[src/rtl/ebus_cs_pkg.sv]
// Package: shared types and address-map helpers for the chip-select decoder.
// Assumes a 32-bit address space; region bases are fixed constants.
package ebus_cs_pkg;

    localparam int NUM_REGION = 3;
    localparam int IDX_RAM    = 0;
    localparam int IDX_PERIPH = 1;
    localparam int IDX_CODE   = 2;
    localparam int FIELD_W    = 2;
    localparam int REGION_W   = 2 * FIELD_W;

    typedef enum logic [1:0] {
        CSM_SINGLE = 2'd0,
        CSM_DUAL   = 2'd1,
        CSM_QUAD   = 2'd2,
        CSM_SPARE  = 2'd3
    } cs_mode_e;

    // One region's slice of the mapping word: size above, base select below.
    typedef struct packed {
        logic [FIELD_W-1:0] size;
        logic [FIELD_W-1:0] sel;
    } region_cfg_t;

    // Base address of a region for a given nonzero base select.
    function automatic logic [31:0] region_base(input int kind, input logic [FIELD_W-1:0] sel);
        logic [31:0] b;
        if (kind == IDX_RAM) begin
            b = (sel == 2'd2) ? 32'h8000_0000 : 32'h6000_0000;
        end else if (kind == IDX_PERIPH) begin
            b = (sel == 2'd2) ? 32'hC000_0000 : 32'hA000_0000;
        end else begin
            b = 32'h1000_0000;
        end
        return b;
    endfunction

    // log2 of the window size for a size code.
    function automatic logic [4:0] size_shift(input logic [FIELD_W-1:0] size);
        logic [4:0] s;
        case (size)
            2'd0:    s = 5'd8;
            2'd1:    s = 5'd16;
            2'd2:    s = 5'd24;
            default: s = 5'd28;
        endcase
        return s;
    endfunction

endpackage

[src/rtl/ebus_region_match.sv]
// Module: window match for one address region.
// Reports whether the address falls in the region's enabled window and the
// value of the window's top address bit (used for splitting in dual mode).
// Assumes ADDR_W of 32 so the fixed bases fit.
module ebus_region_match
    import ebus_cs_pkg::*;
#(
    parameter int ADDR_W = 32,
    parameter int KIND   = 0
) (
    input  logic [ADDR_W-1:0] addr_i,
    input  region_cfg_t       cfg_i,
    output logic              hit_o,
    output logic              upper_o
);

    logic [ADDR_W-1:0] base;
    logic [ADDR_W-1:0] mask;
    logic [4:0]        shift;

    // Purpose: compare address against the region base above the window size.
    always_comb begin
        base  = region_base(KIND, cfg_i.sel);
        shift = size_shift(cfg_i.size);
        mask  = {ADDR_W{1'b1}} << shift;
        hit_o = (cfg_i.sel != '0) && (((addr_i ^ base) & mask) == '0);
    end

    // Purpose: pick the most significant address bit inside the window.
    always_comb begin
        case (cfg_i.size)
            2'd0:    upper_o = addr_i[7];
            2'd1:    upper_o = addr_i[15];
            2'd2:    upper_o = addr_i[23];
            default: upper_o = addr_i[27];
        endcase
    end

endmodule

[src/rtl/ebus_cs_rules.sv]
// Module: chip-select assignment rules.
// Turns region hits, split bits and the mode into a one-hot chip-select vector.
// Assumes NUM_CS >= 2; quad windows are contiguous starting at QUAD_FIRST.
module ebus_cs_rules
    import ebus_cs_pkg::*;
#(
    parameter int NUM_CS     = 4,
    parameter int TOP_W      = 3,
    parameter int QUAD_FIRST = 3
) (
    input  cs_mode_e               mode_i,
    input  logic [FIELD_W-1:0]     sel_ram_i,
    input  logic [FIELD_W-1:0]     sel_per_i,
    input  logic [FIELD_W-1:0]     sel_code_i,
    input  logic [NUM_REGION-1:0]  hit_i,
    input  logic [NUM_REGION-1:0]  upper_i,
    input  logic [TOP_W-1:0]       addr_top_i,
    output logic [NUM_CS-1:0]      cs_oh_o
);

    logic [NUM_CS-1:0] qwin_hit;
    logic quad_ok;
    logic per_on, ram_on, code_off;
    logic dual_per_only, dual_ram_only, dual_both, dual_code;
    logic unused_code_upper;

    assign unused_code_upper = upper_i[IDX_CODE];

    // Purpose: fixed quad windows, one per chip select.
    for (genvar g = 0; g < NUM_CS; g++) begin : g_qwin
        assign qwin_hit[g] = (addr_top_i == TOP_W'(QUAD_FIRST + g));
    end

    // Purpose: classify the region-select combination.
    always_comb begin
        per_on        = (sel_per_i != '0);
        ram_on        = (sel_ram_i != '0);
        code_off      = (sel_code_i == '0);
        quad_ok       = (mode_i == CSM_QUAD) && (sel_ram_i == 2'd3) &&
                        (sel_per_i == 2'd3) && code_off;
        dual_per_only = per_on && !ram_on && code_off;
        dual_ram_only = ram_on && !per_on && code_off;
        dual_both     = per_on && ram_on && code_off;
        dual_code     = (sel_code_i == 2'd1) && (per_on ^ ram_on);
    end

    // Purpose: assign the chip select according to the active rule.
    always_comb begin
        cs_oh_o = '0;
        if (quad_ok) begin
            cs_oh_o = qwin_hit;
        end else if (mode_i == CSM_DUAL && dual_per_only) begin
            cs_oh_o[0] = hit_i[IDX_PERIPH] && !upper_i[IDX_PERIPH];
            cs_oh_o[1] = hit_i[IDX_PERIPH] &&  upper_i[IDX_PERIPH];
        end else if (mode_i == CSM_DUAL && dual_ram_only) begin
            cs_oh_o[0] = hit_i[IDX_RAM] && !upper_i[IDX_RAM];
            cs_oh_o[1] = hit_i[IDX_RAM] &&  upper_i[IDX_RAM];
        end else if (mode_i == CSM_DUAL && dual_both) begin
            cs_oh_o[0] = hit_i[IDX_PERIPH];
            cs_oh_o[1] = hit_i[IDX_RAM];
        end else if (mode_i == CSM_DUAL && dual_code) begin
            cs_oh_o[0] = hit_i[IDX_CODE];
            cs_oh_o[1] = hit_i[IDX_RAM] || hit_i[IDX_PERIPH];
        end else begin
            cs_oh_o[0] = |hit_i;
        end
    end

endmodule

[src/rtl/ebus_bus_mode_pick.sv]
// Module: bus-mode selection for the asserted chip select.
// Assumes cs_oh_i is one-hot or zero.
module ebus_bus_mode_pick #(
    parameter int NUM_CS = 4
) (
    input  logic [NUM_CS-1:0] cs_oh_i,
    input  logic [NUM_CS-1:0] bus_mode_i,
    input  logic              per_cs_i,
    output logic              mux_o
);

    // Purpose: take the own or shared mode of the chip select that fires.
    always_comb begin
        mux_o = 1'b0;
        for (int i = 0; i < NUM_CS; i++) begin
            if (cs_oh_i[i]) begin
                mux_o = per_cs_i ? bus_mode_i[i] : bus_mode_i[0];
            end
        end
    end

endmodule

[src/rtl/ebus_cs_decoder.sv]
// Module: external bus chip-select decoder (top).
// Decodes a valid address into registered active-low chip selects, a miss
// flag and the bus mode of the selected chip select. Configuration inputs
// are assumed static while addresses are decoded.
module ebus_cs_decoder
    import ebus_cs_pkg::*;
#(
    parameter int ADDR_W     = 32,
    parameter int NUM_CS     = 4,
    parameter int QUAD_SHIFT = 29,
    parameter int QUAD_FIRST = 3
) (
    input  logic                          clk,
    input  logic                          rst_n,
    input  logic [ADDR_W-1:0]             addr_i,
    input  logic                          addr_vld_i,
    input  logic [NUM_REGION*REGION_W-1:0] map_cfg_i,
    input  logic [1:0]                    cs_mode_i,
    input  logic [NUM_CS-1:0]             bus_mode_i,
    input  logic                          mode_per_cs_i,
    output logic [NUM_CS-1:0]             cs_n_o,
    output logic                          mux_mode_o,
    output logic                          miss_o
);

    localparam int TOP_W = ADDR_W - QUAD_SHIFT;

    region_cfg_t           rcfg [NUM_REGION];
    logic [NUM_REGION-1:0] hit;
    logic [NUM_REGION-1:0] upper;
    logic [NUM_CS-1:0]     cs_oh;
    logic                  mux_c;

    // Purpose: one window matcher per region slice of the mapping word.
    for (genvar g = 0; g < NUM_REGION; g++) begin : g_region
        assign rcfg[g] = map_cfg_i[g*REGION_W +: REGION_W];
        ebus_region_match #(
            .ADDR_W (ADDR_W),
            .KIND   (g)
        ) i_match (
            .addr_i  (addr_i),
            .cfg_i   (rcfg[g]),
            .hit_o   (hit[g]),
            .upper_o (upper[g])
        );
    end

    ebus_cs_rules #(
        .NUM_CS     (NUM_CS),
        .TOP_W      (TOP_W),
        .QUAD_FIRST (QUAD_FIRST)
    ) i_rules (
        .mode_i     (cs_mode_e'(cs_mode_i)),
        .sel_ram_i  (rcfg[IDX_RAM].sel),
        .sel_per_i  (rcfg[IDX_PERIPH].sel),
        .sel_code_i (rcfg[IDX_CODE].sel),
        .hit_i      (hit),
        .upper_i    (upper),
        .addr_top_i (addr_i[ADDR_W-1:QUAD_SHIFT]),
        .cs_oh_o    (cs_oh)
    );

    ebus_bus_mode_pick #(
        .NUM_CS (NUM_CS)
    ) i_mode (
        .cs_oh_i    (cs_oh),
        .bus_mode_i (bus_mode_i),
        .per_cs_i   (mode_per_cs_i),
        .mux_o      (mux_c)
    );

    // Purpose: register outputs; idle and reset drive all selects high.
    always_ff @(posedge clk) begin
        if (!rst_n) begin
            cs_n_o     <= '1;
            miss_o     <= 1'b0;
            mux_mode_o <= 1'b0;
        end else if (addr_vld_i) begin
            cs_n_o     <= ~cs_oh;
            miss_o     <= ~|cs_oh;
            mux_mode_o <= mux_c;
        end else begin
            cs_n_o     <= '1;
            miss_o     <= 1'b0;
            mux_mode_o <= 1'b0;
        end
    end

    // never more than one chip select low.
    a_r12_onehot_cs: assert property (@(posedge clk) disable iff (!rst_n)
        $onehot0(~cs_n_o));

    // an idle strobe leaves every select high and no miss next cycle.
    a_r9_idle_quiet: assert property (@(posedge clk) disable iff (!rst_n)
        !addr_vld_i |=> (cs_n_o == '1) && !miss_o);

    // a miss is never reported together with an asserted select.
    a_r10_miss_quiet: assert property (@(posedge clk) disable iff (!rst_n)
        miss_o |-> (cs_n_o == '1) && !mux_mode_o);

    // last quad window drives the last chip select in legal quad mode.
    a_r7_quad_last: assert property (@(posedge clk) disable iff (!rst_n)
        (addr_vld_i && cs_mode_i == CSM_QUAD && map_cfg_i[1:0] == 2'd3 &&
         map_cfg_i[5:4] == 2'd3 && map_cfg_i[9:8] == 2'd0 &&
         addr_i[ADDR_W-1:QUAD_SHIFT] == TOP_W'(QUAD_FIRST + NUM_CS - 1))
        |=> !cs_n_o[NUM_CS-1]);

    // upper chip selects stay high outside quad mode.
    a_r12_upper_quad_only: assert property (@(posedge clk) disable iff (!rst_n)
        (cs_mode_i != CSM_QUAD) |=> (cs_n_o[NUM_CS-1:2] == '1));

endmodule

[config.mk]
export PLATFORM = sky130hd
export DESIGN_NAME = ebus_cs_decoder
export DESIGN_NICKNAME = d
export VERILOG_FILES = /design/src/rtl/ebus_cs_pkg.sv /design/src/rtl/ebus_region_match.sv /design/src/rtl/ebus_cs_rules.sv /design/src/rtl/ebus_bus_mode_pick.sv /design/src/rtl/ebus_cs_decoder.sv
export SDC_FILE = /design/constraint.sdc
export NUM_CORES = 1
export LEC_CHECK = 0
export ABC_AREA = 1
export BUFFER_PORTS_ARGS = -buffer_cell sky130_fd_sc_hd__buf_2
export CAP_MARGIN = 5
export CORE_MARGIN = 2
export CORE_UTILIZATION = 46
export CTS_BUF_LIST = sky130_fd_sc_hd__clkbuf_8
export DETAILED_ROUTE_END_ITERATION = 10
export PLACE_DENSITY_LB_ADDON = 0.05
export SYNTH_ARGS = -nofsm -noshare
export SYNTH_HDL_FRONTEND = slang
export SYNTH_SLANG_ARGS = --single-unit
[constraint.sdc]
create_clock -name clk -period 3.77 [get_ports clk]
set_input_delay 0.754 -clock clk [delete_from_list [all_inputs] [get_ports clk]]
set_output_delay 0.754 -clock clk [all_outputs]
set_load 0.01 [all_outputs]
**Word level (Yosys, flattened, before mapping)**

Cells that the tools add are included.

- Equality and inequality tests: 17
- Shift operators: 3
- Mux-type cells: 21
- Bitwise logic cells: 8
- Reduce and logical (&&, ||, !) cells: 40

Operators by type and width:

| cell | number |
|---|---|
| $and 32x32->32 | 3 |
| $logic_not 32->1 | 3 |
| $shl 32x5->32 const A | 3 |
| $xor 32x32->32 | 2 |
| $pmux 5 s3 | 3 |
| $mux 32 | 1 |
| $mux 31 | 1 |
| $logic_and 1x1->1 | 21 |
| $eq 2x2->1 const B | 8 |
| $eq 2x1->1 const B | 5 |
| $mux 2 | 5 |
| $eq 3x3->1 const B | 3 |
| $mux 1 | 9 |
| $logic_not 2->1 | 4 |
| $pmux 1 s3 | 2 |
| $reduce_bool 2->1 | 3 |
| $logic_not 1->1 | 5 |
| $not 4->4 | 1 |
| $reduce_or 4->1 | 1 |
| $eq 3x2->1 const B | 1 |
| $reduce_or 3->1 | 1 |
| $reduce_and 2->1 | 1 |
| $logic_or 1x1->1 | 1 |
| $not 1->1 | 1 |
| $xor 1x1->1 | 1 |

- Register bits after elaboration: 6
- Output and inout bits: 6
- Logic and storage cells: 92

**Longest topological paths before layout**

- Word-level depth: 16
- Gate-level depth with buffers: 17
- Depth with buffers taken out: 17

**By module**

From an unflattened synthesis, not the netlist that was laid out.

- Cell total of the unflattened synthesis: 208
- Area total of the unflattened synthesis: 1031.0 um^2

Modules (own cells, without submodules):

| module | times used | cells each | area each (um^2) |
|---|---|---|---|
| ebus_cs_rules | 1 | 60 | 294.0 |
| ebus_region_match (g_region[1].i_match) | 1 | 43 | 186.4 |
| ebus_cs_decoder | 1 | 20 | 173.9 |
| ebus_region_match (g_region[2].i_match) | 1 | 35 | 157.7 |
| ebus_region_match (g_region[0].i_match) | 1 | 35 | 151.4 |
| ebus_bus_mode_pick | 1 | 15 | 67.6 |

**Worst setup path before layout**

OpenSTA, ideal clock, no wires.

- Path type: input to register
- From: input port map_cfg_i[5]
- To: register mux_mode_o
- Library setup time: 112 ps
- Arrival time: 1889 ps
- Data required time: 3658 ps
- Slack: 1769 ps
- Cell stages on the path: 13
- Buffers on the path: 0
- Cells stage by stage: nor2_1 > inv_1 > ha_1 > nand3_1 > a21oi_1 > nand3_1 > nand2_1 > nand2_1 > nand2_2 > a21oi_1 > nand2_1 > nand2_1 > nand2_1

- Cells in the longest elaborated chain, start to end: 16
- Elaborated cells between the ends (all ways): 38
- Classes of those cells: eq/ne (2); mux (12); bitwise (3); reduce/logical (21)

Ends and longest elaborated chain:

| item | line | source |
|---|---|---|
| from (decl) | ebus_cs_decoder.sv:17 | `input logic [NUM_REGION*REGION_W-1:0] map_cfg_i,` |
| $eq 2x2->1 | ebus_cs_pkg.sv:31 | `b = (sel == 2'd2) ? 32'hC000_0000 : 32'hA000_0000;` |
| $mux 31 | ebus_cs_pkg.sv:31 |  |
| $xor 32x32->32 | ebus_region_match.sv:26 | `hit_o = (cfg_i.sel != '0) && (((addr_i ^ base) & mask) == '0);` |
| $and 32x32->32 | ebus_region_match.sv:26 |  |
| $logic_not 32->1 | ebus_region_match.sv:26 |  |
| $logic_and 1x1->1 | ebus_region_match.sv:26 |  |
| $reduce_or 3->1 | ebus_cs_rules.sv:65 | `cs_oh_o[0] = \|hit_i;` |
| $mux 1 | ebus_cs_rules.sv:61 | `end else if (mode_i == CSM_DUAL && dual_code) begin` |
| $mux 2 | ebus_cs_rules.sv:58 | `end else if (mode_i == CSM_DUAL && dual_both) begin` |
| $mux 2 | ebus_cs_rules.sv:55 | `end else if (mode_i == CSM_DUAL && dual_ram_only) begin` |
| $mux 2 | ebus_cs_rules.sv:52 | `end else if (mode_i == CSM_DUAL && dual_per_only) begin` |
| $mux 2 | ebus_cs_rules.sv:50 | `if (quad_ok) begin` |
| $mux 1 (3 in a row) | ebus_bus_mode_pick.sv:16 | `if (cs_oh_i[i]) begin` |
| $mux 1 (*) | ebus_bus_mode_pick.sv:16 |  |
| to (signal assigned) | ebus_cs_decoder.sv:81 | `mux_mode_o <= mux_c;` |
| to (decl) | ebus_cs_decoder.sv:22 | `output logic mux_mode_o,` |

Every way passes the cells marked *; elsewhere a longest branch is shown, timed or not.
A chain may end at the register's enable or synchronous reset.

**Worst setup path in the final report**

Same ends and word-level chain as after synthesis.

==> out/qor.log <==
[timing] setup repair after global routing missed its margin false
[floorplanning] Die ar. 2290 um^2
[critical_path] Setup crit start kind input port
[floorplanning] die height 47.8 um
[floorplanning] count of standard-cell rows 15
[timing] # setup viols final 0
[global_route] via count of the first global-routing pass 1039
[clocking] buffer type at the clock tree root sky130_fd_sc_hd__clkbuf_8
[timing] final hold viol count 0
[clocking] clock slew at the register clock pins of the worst setup and hold paths 0.03 ns
[power] Worst IR Drop VDD 0.000126 V
[run] maxcap violations 0
[global_route] wire length of the first global-routing pass 3730 um
[critical_path] required time reported for the critical path endpoint 3.88 ns
[timing] worst-case headroom to the max-slew limit 77.1%
[cells_and_area] P&R area growth vs syn 37.7%
[synthesis] Synth Area per Inst 5.39 um^2
[synthesis] Seq cells post-synth 6
[timing] Peak Freq 469 MHz
[floorplanning] die extent in x 47.8 um
[cells_and_area] count of filler cells inserted in the layout 193
[cells_and_area] most frequent cells in the layout sky130_fd_sc_hd__buf_2 (52), sky130_fd_sc_hd__nand2_1 (45), sky130_fd_sc_hd__nor2_1 (25)
[route] Iter 0 DRT Violations 22
[synthesis] sequential-to-total area share from yosys stat 13.6%
[cells_and_area] most frequent standard cell in the layout excluding fill and tap cells sky130_fd_sc_hd__buf_2
[placement] weighted congestion reported at the end of routability-driven placement 0.834
[clocking] # clock sinks 6
[synthesis] number of distinct library cells after synthesis 23
[route] final wirelength 2380 um
[timing] final period utilization 56.5%
[synthesis] Post-Syn Instances 164
[clocking] cts-stage hold buffer count 0
[cells_and_area] Net count, final 278
[floorplanning] I/O Pins 60
[route] average routed wire per standard cell 9.75 um
[min_path] HP Class input port to flop
[route] via density per instance 5.08
[timing] setup_tns 0 ns
[synthesis] synthesized area 883 um^2
[global_route] initial antenna violation count 0
[clocking] number of H-tree branching levels 1
[cells_and_area] antenna diode instance count 0
[clocking] maximum buffer depth of the clock tree 2
[timing] hold slack final 0.804 ns
[timing] transition time of the tightest slew-check pin 0.342 ns
[global_route] overflow left after global routing 0
[power] power per cell area 195 nW/um^2
[timing] number of pins exceeding their max-slew limit in the final report 0
[placement] number of buffers added on ports 52
[run_status] run status finished, final reports clean
[critical_path] crit end category flop
[critical_path] largest fanout on the critical path 4
[route] overall via count from detail_route 1240
[route] length of the first detailed-routing pass in iterations 4
[power] Lkg Pwr 0.000661 uW
[floorplanning] starting density of the core 50.1%
[global_route] largest net degree at the start of global routing 7
[placement] detailed placer's ending HPWL 2130 um
[synthesis] synthesis warning total 0
[route] number of DRC violations after detailed routing 0
[cells_and_area] fraction of layout cells with a size suffix above 1 34.2%
[clocking] number of buffers inserted during clock tree synthesis 3
[route] antenna viol nets, final 0
[critical_path] crit path kind input port to flop
[clocking] number of buffers inserted by post-CTS setup repair 0
[floorplanning] core area 1760 um^2
[synthesis] number of nets produced by synthesis 221
[clocking] TritonCTS clock tree yes
[timing] final critical path time including I/O delays and setup 2.13 ns
[critical_path] data arrival time of the worst path 2.25 ns
[global_route] GR Util All Layers 22.6%
[clocking] post-cts gate resize count 0
==> kinds of logic (layout without fill, tap and decap cells) <==
family                   Yosys count  count (layout)  share of synthesized area, %
buffers and inverters             23              78                          9.77
AO/OA/AOI/OAI                     25              25                          15.0
flip-flops                         6               6                          13.6
adder cells (fa/ha/maj)            3               3                          4.25
AND/OR/NAND/NOR                  107             107                          57.4
==> final timing paths <==
path,start,endpoint,slack [ns],cells past startpoint
worst max-delay path,map_cfg_i[5],mux_mode_o$_SDFF_PN0_,1.64,14
worst min-delay path,addr_i[29],cs_n_o[3]$_SDFF_PN1_,0.80,3
==> registers in the layout (all words and copies together), names as in the netlist <==
name / count
mux_mode_o: 1
miss_o: 1
cs_n_o: 4
==> cell usage after synthesis <==
cell type	count	area (um^2)
sky130_fd_sc_hd__inv_1	17	63.8
sky130_fd_sc_hd__a31oi_1	1	6.26
sky130_fd_sc_hd__nor2_1	25	93.8
sky130_fd_sc_hd__nand4_1	1	6.26
sky130_fd_sc_hd__nand2_2	6	37.5
sky130_fd_sc_hd__nor2_2	2	12.5
sky130_fd_sc_hd__a21oi_1	7	35.0
sky130_fd_sc_hd__nor4_1	1	6.26
sky130_fd_sc_hd__o21ai_0	14	70.1
sky130_fd_sc_hd__nor4_2	1	12.5
sky130_fd_sc_hd__o21ai_1	1	5.00
sky130_fd_sc_hd__nand2_1	45	169
sky130_fd_sc_hd__or2_1	1	6.26
sky130_fd_sc_hd__or2_2	2	12.5
sky130_fd_sc_hd__ha_1	3	37.5
sky130_fd_sc_hd__o21a_2	1	8.76
sky130_fd_sc_hd__inv_2	6	22.5
sky130_fd_sc_hd__dfxtp_1	6	120
sky130_fd_sc_hd__nand3b_1	1	7.51
sky130_fd_sc_hd__nand3_1	18	90.1
sky130_fd_sc_hd__nor4_4	2	42.5
sky130_fd_sc_hd__o211ai_1	1	7.51
sky130_fd_sc_hd__nor3_1	2	10.0
==> report_power, final <==
group	internal (uW)	switching, uW
Clock	68.3	24.7
Combinational	33.9	45.0
Sequential	64.9	0.200
==> per-stage QoR <==
stage	setup WS, ns	total power, uW	instances	area, um^2	utilization, %
2_1_floorplan	1.77	105	164	883	-
3_3_place_gp	1.47	142	241	1170	66.6
3_5_place_dp	1.41	145	241	1170	66.6
4_1_cts	1.63	238	244	1220	68.9
5_1_grt	1.46	255	244	1220	68.9
6_report	1.64	237	244	1220	68.9
==> area by class of cell <==
cell class | instances | area [um^2] | share of cell area, %
clock buffer | 3 | 41.3 | 3.40
inverter | 23 | 86.3 | 7.10
multi-input combinational | 135 | 677 | 55.7
sequential | 6 | 120 | 9.88
tap | 25 | 31.3 | 2.57
timing repair buffer | 52 | 260 | 21.4
==> layer usage <==
metal	vias up	wire length [um]	GRT usage [%]
met4	0	33	8.65
met3	4	148	1.51
li1	644	-	-
met5	-	0	0
met1	547	979	25.8
met2	45	1220	42.9
==> critical path, cell delays in order <==
cell                      delay (ns)
sky130_fd_sc_hd__buf_2          0.12
sky130_fd_sc_hd__nor2_1         0.21
sky130_fd_sc_hd__inv_1          0.10
sky130_fd_sc_hd__ha_1           0.30
sky130_fd_sc_hd__nand3_1        0.11
sky130_fd_sc_hd__a21oi_1        0.07
sky130_fd_sc_hd__nand3_1        0.10
sky130_fd_sc_hd__nand2_1        0.06
sky130_fd_sc_hd__nand2_1        0.07
sky130_fd_sc_hd__nand2_2        0.06
sky130_fd_sc_hd__a21oi_1        0.12
sky130_fd_sc_hd__nand2_1        0.07
sky130_fd_sc_hd__nand2_1        0.06
sky130_fd_sc_hd__nand2_1        0.04
Power figures use the tool's default switching activity.
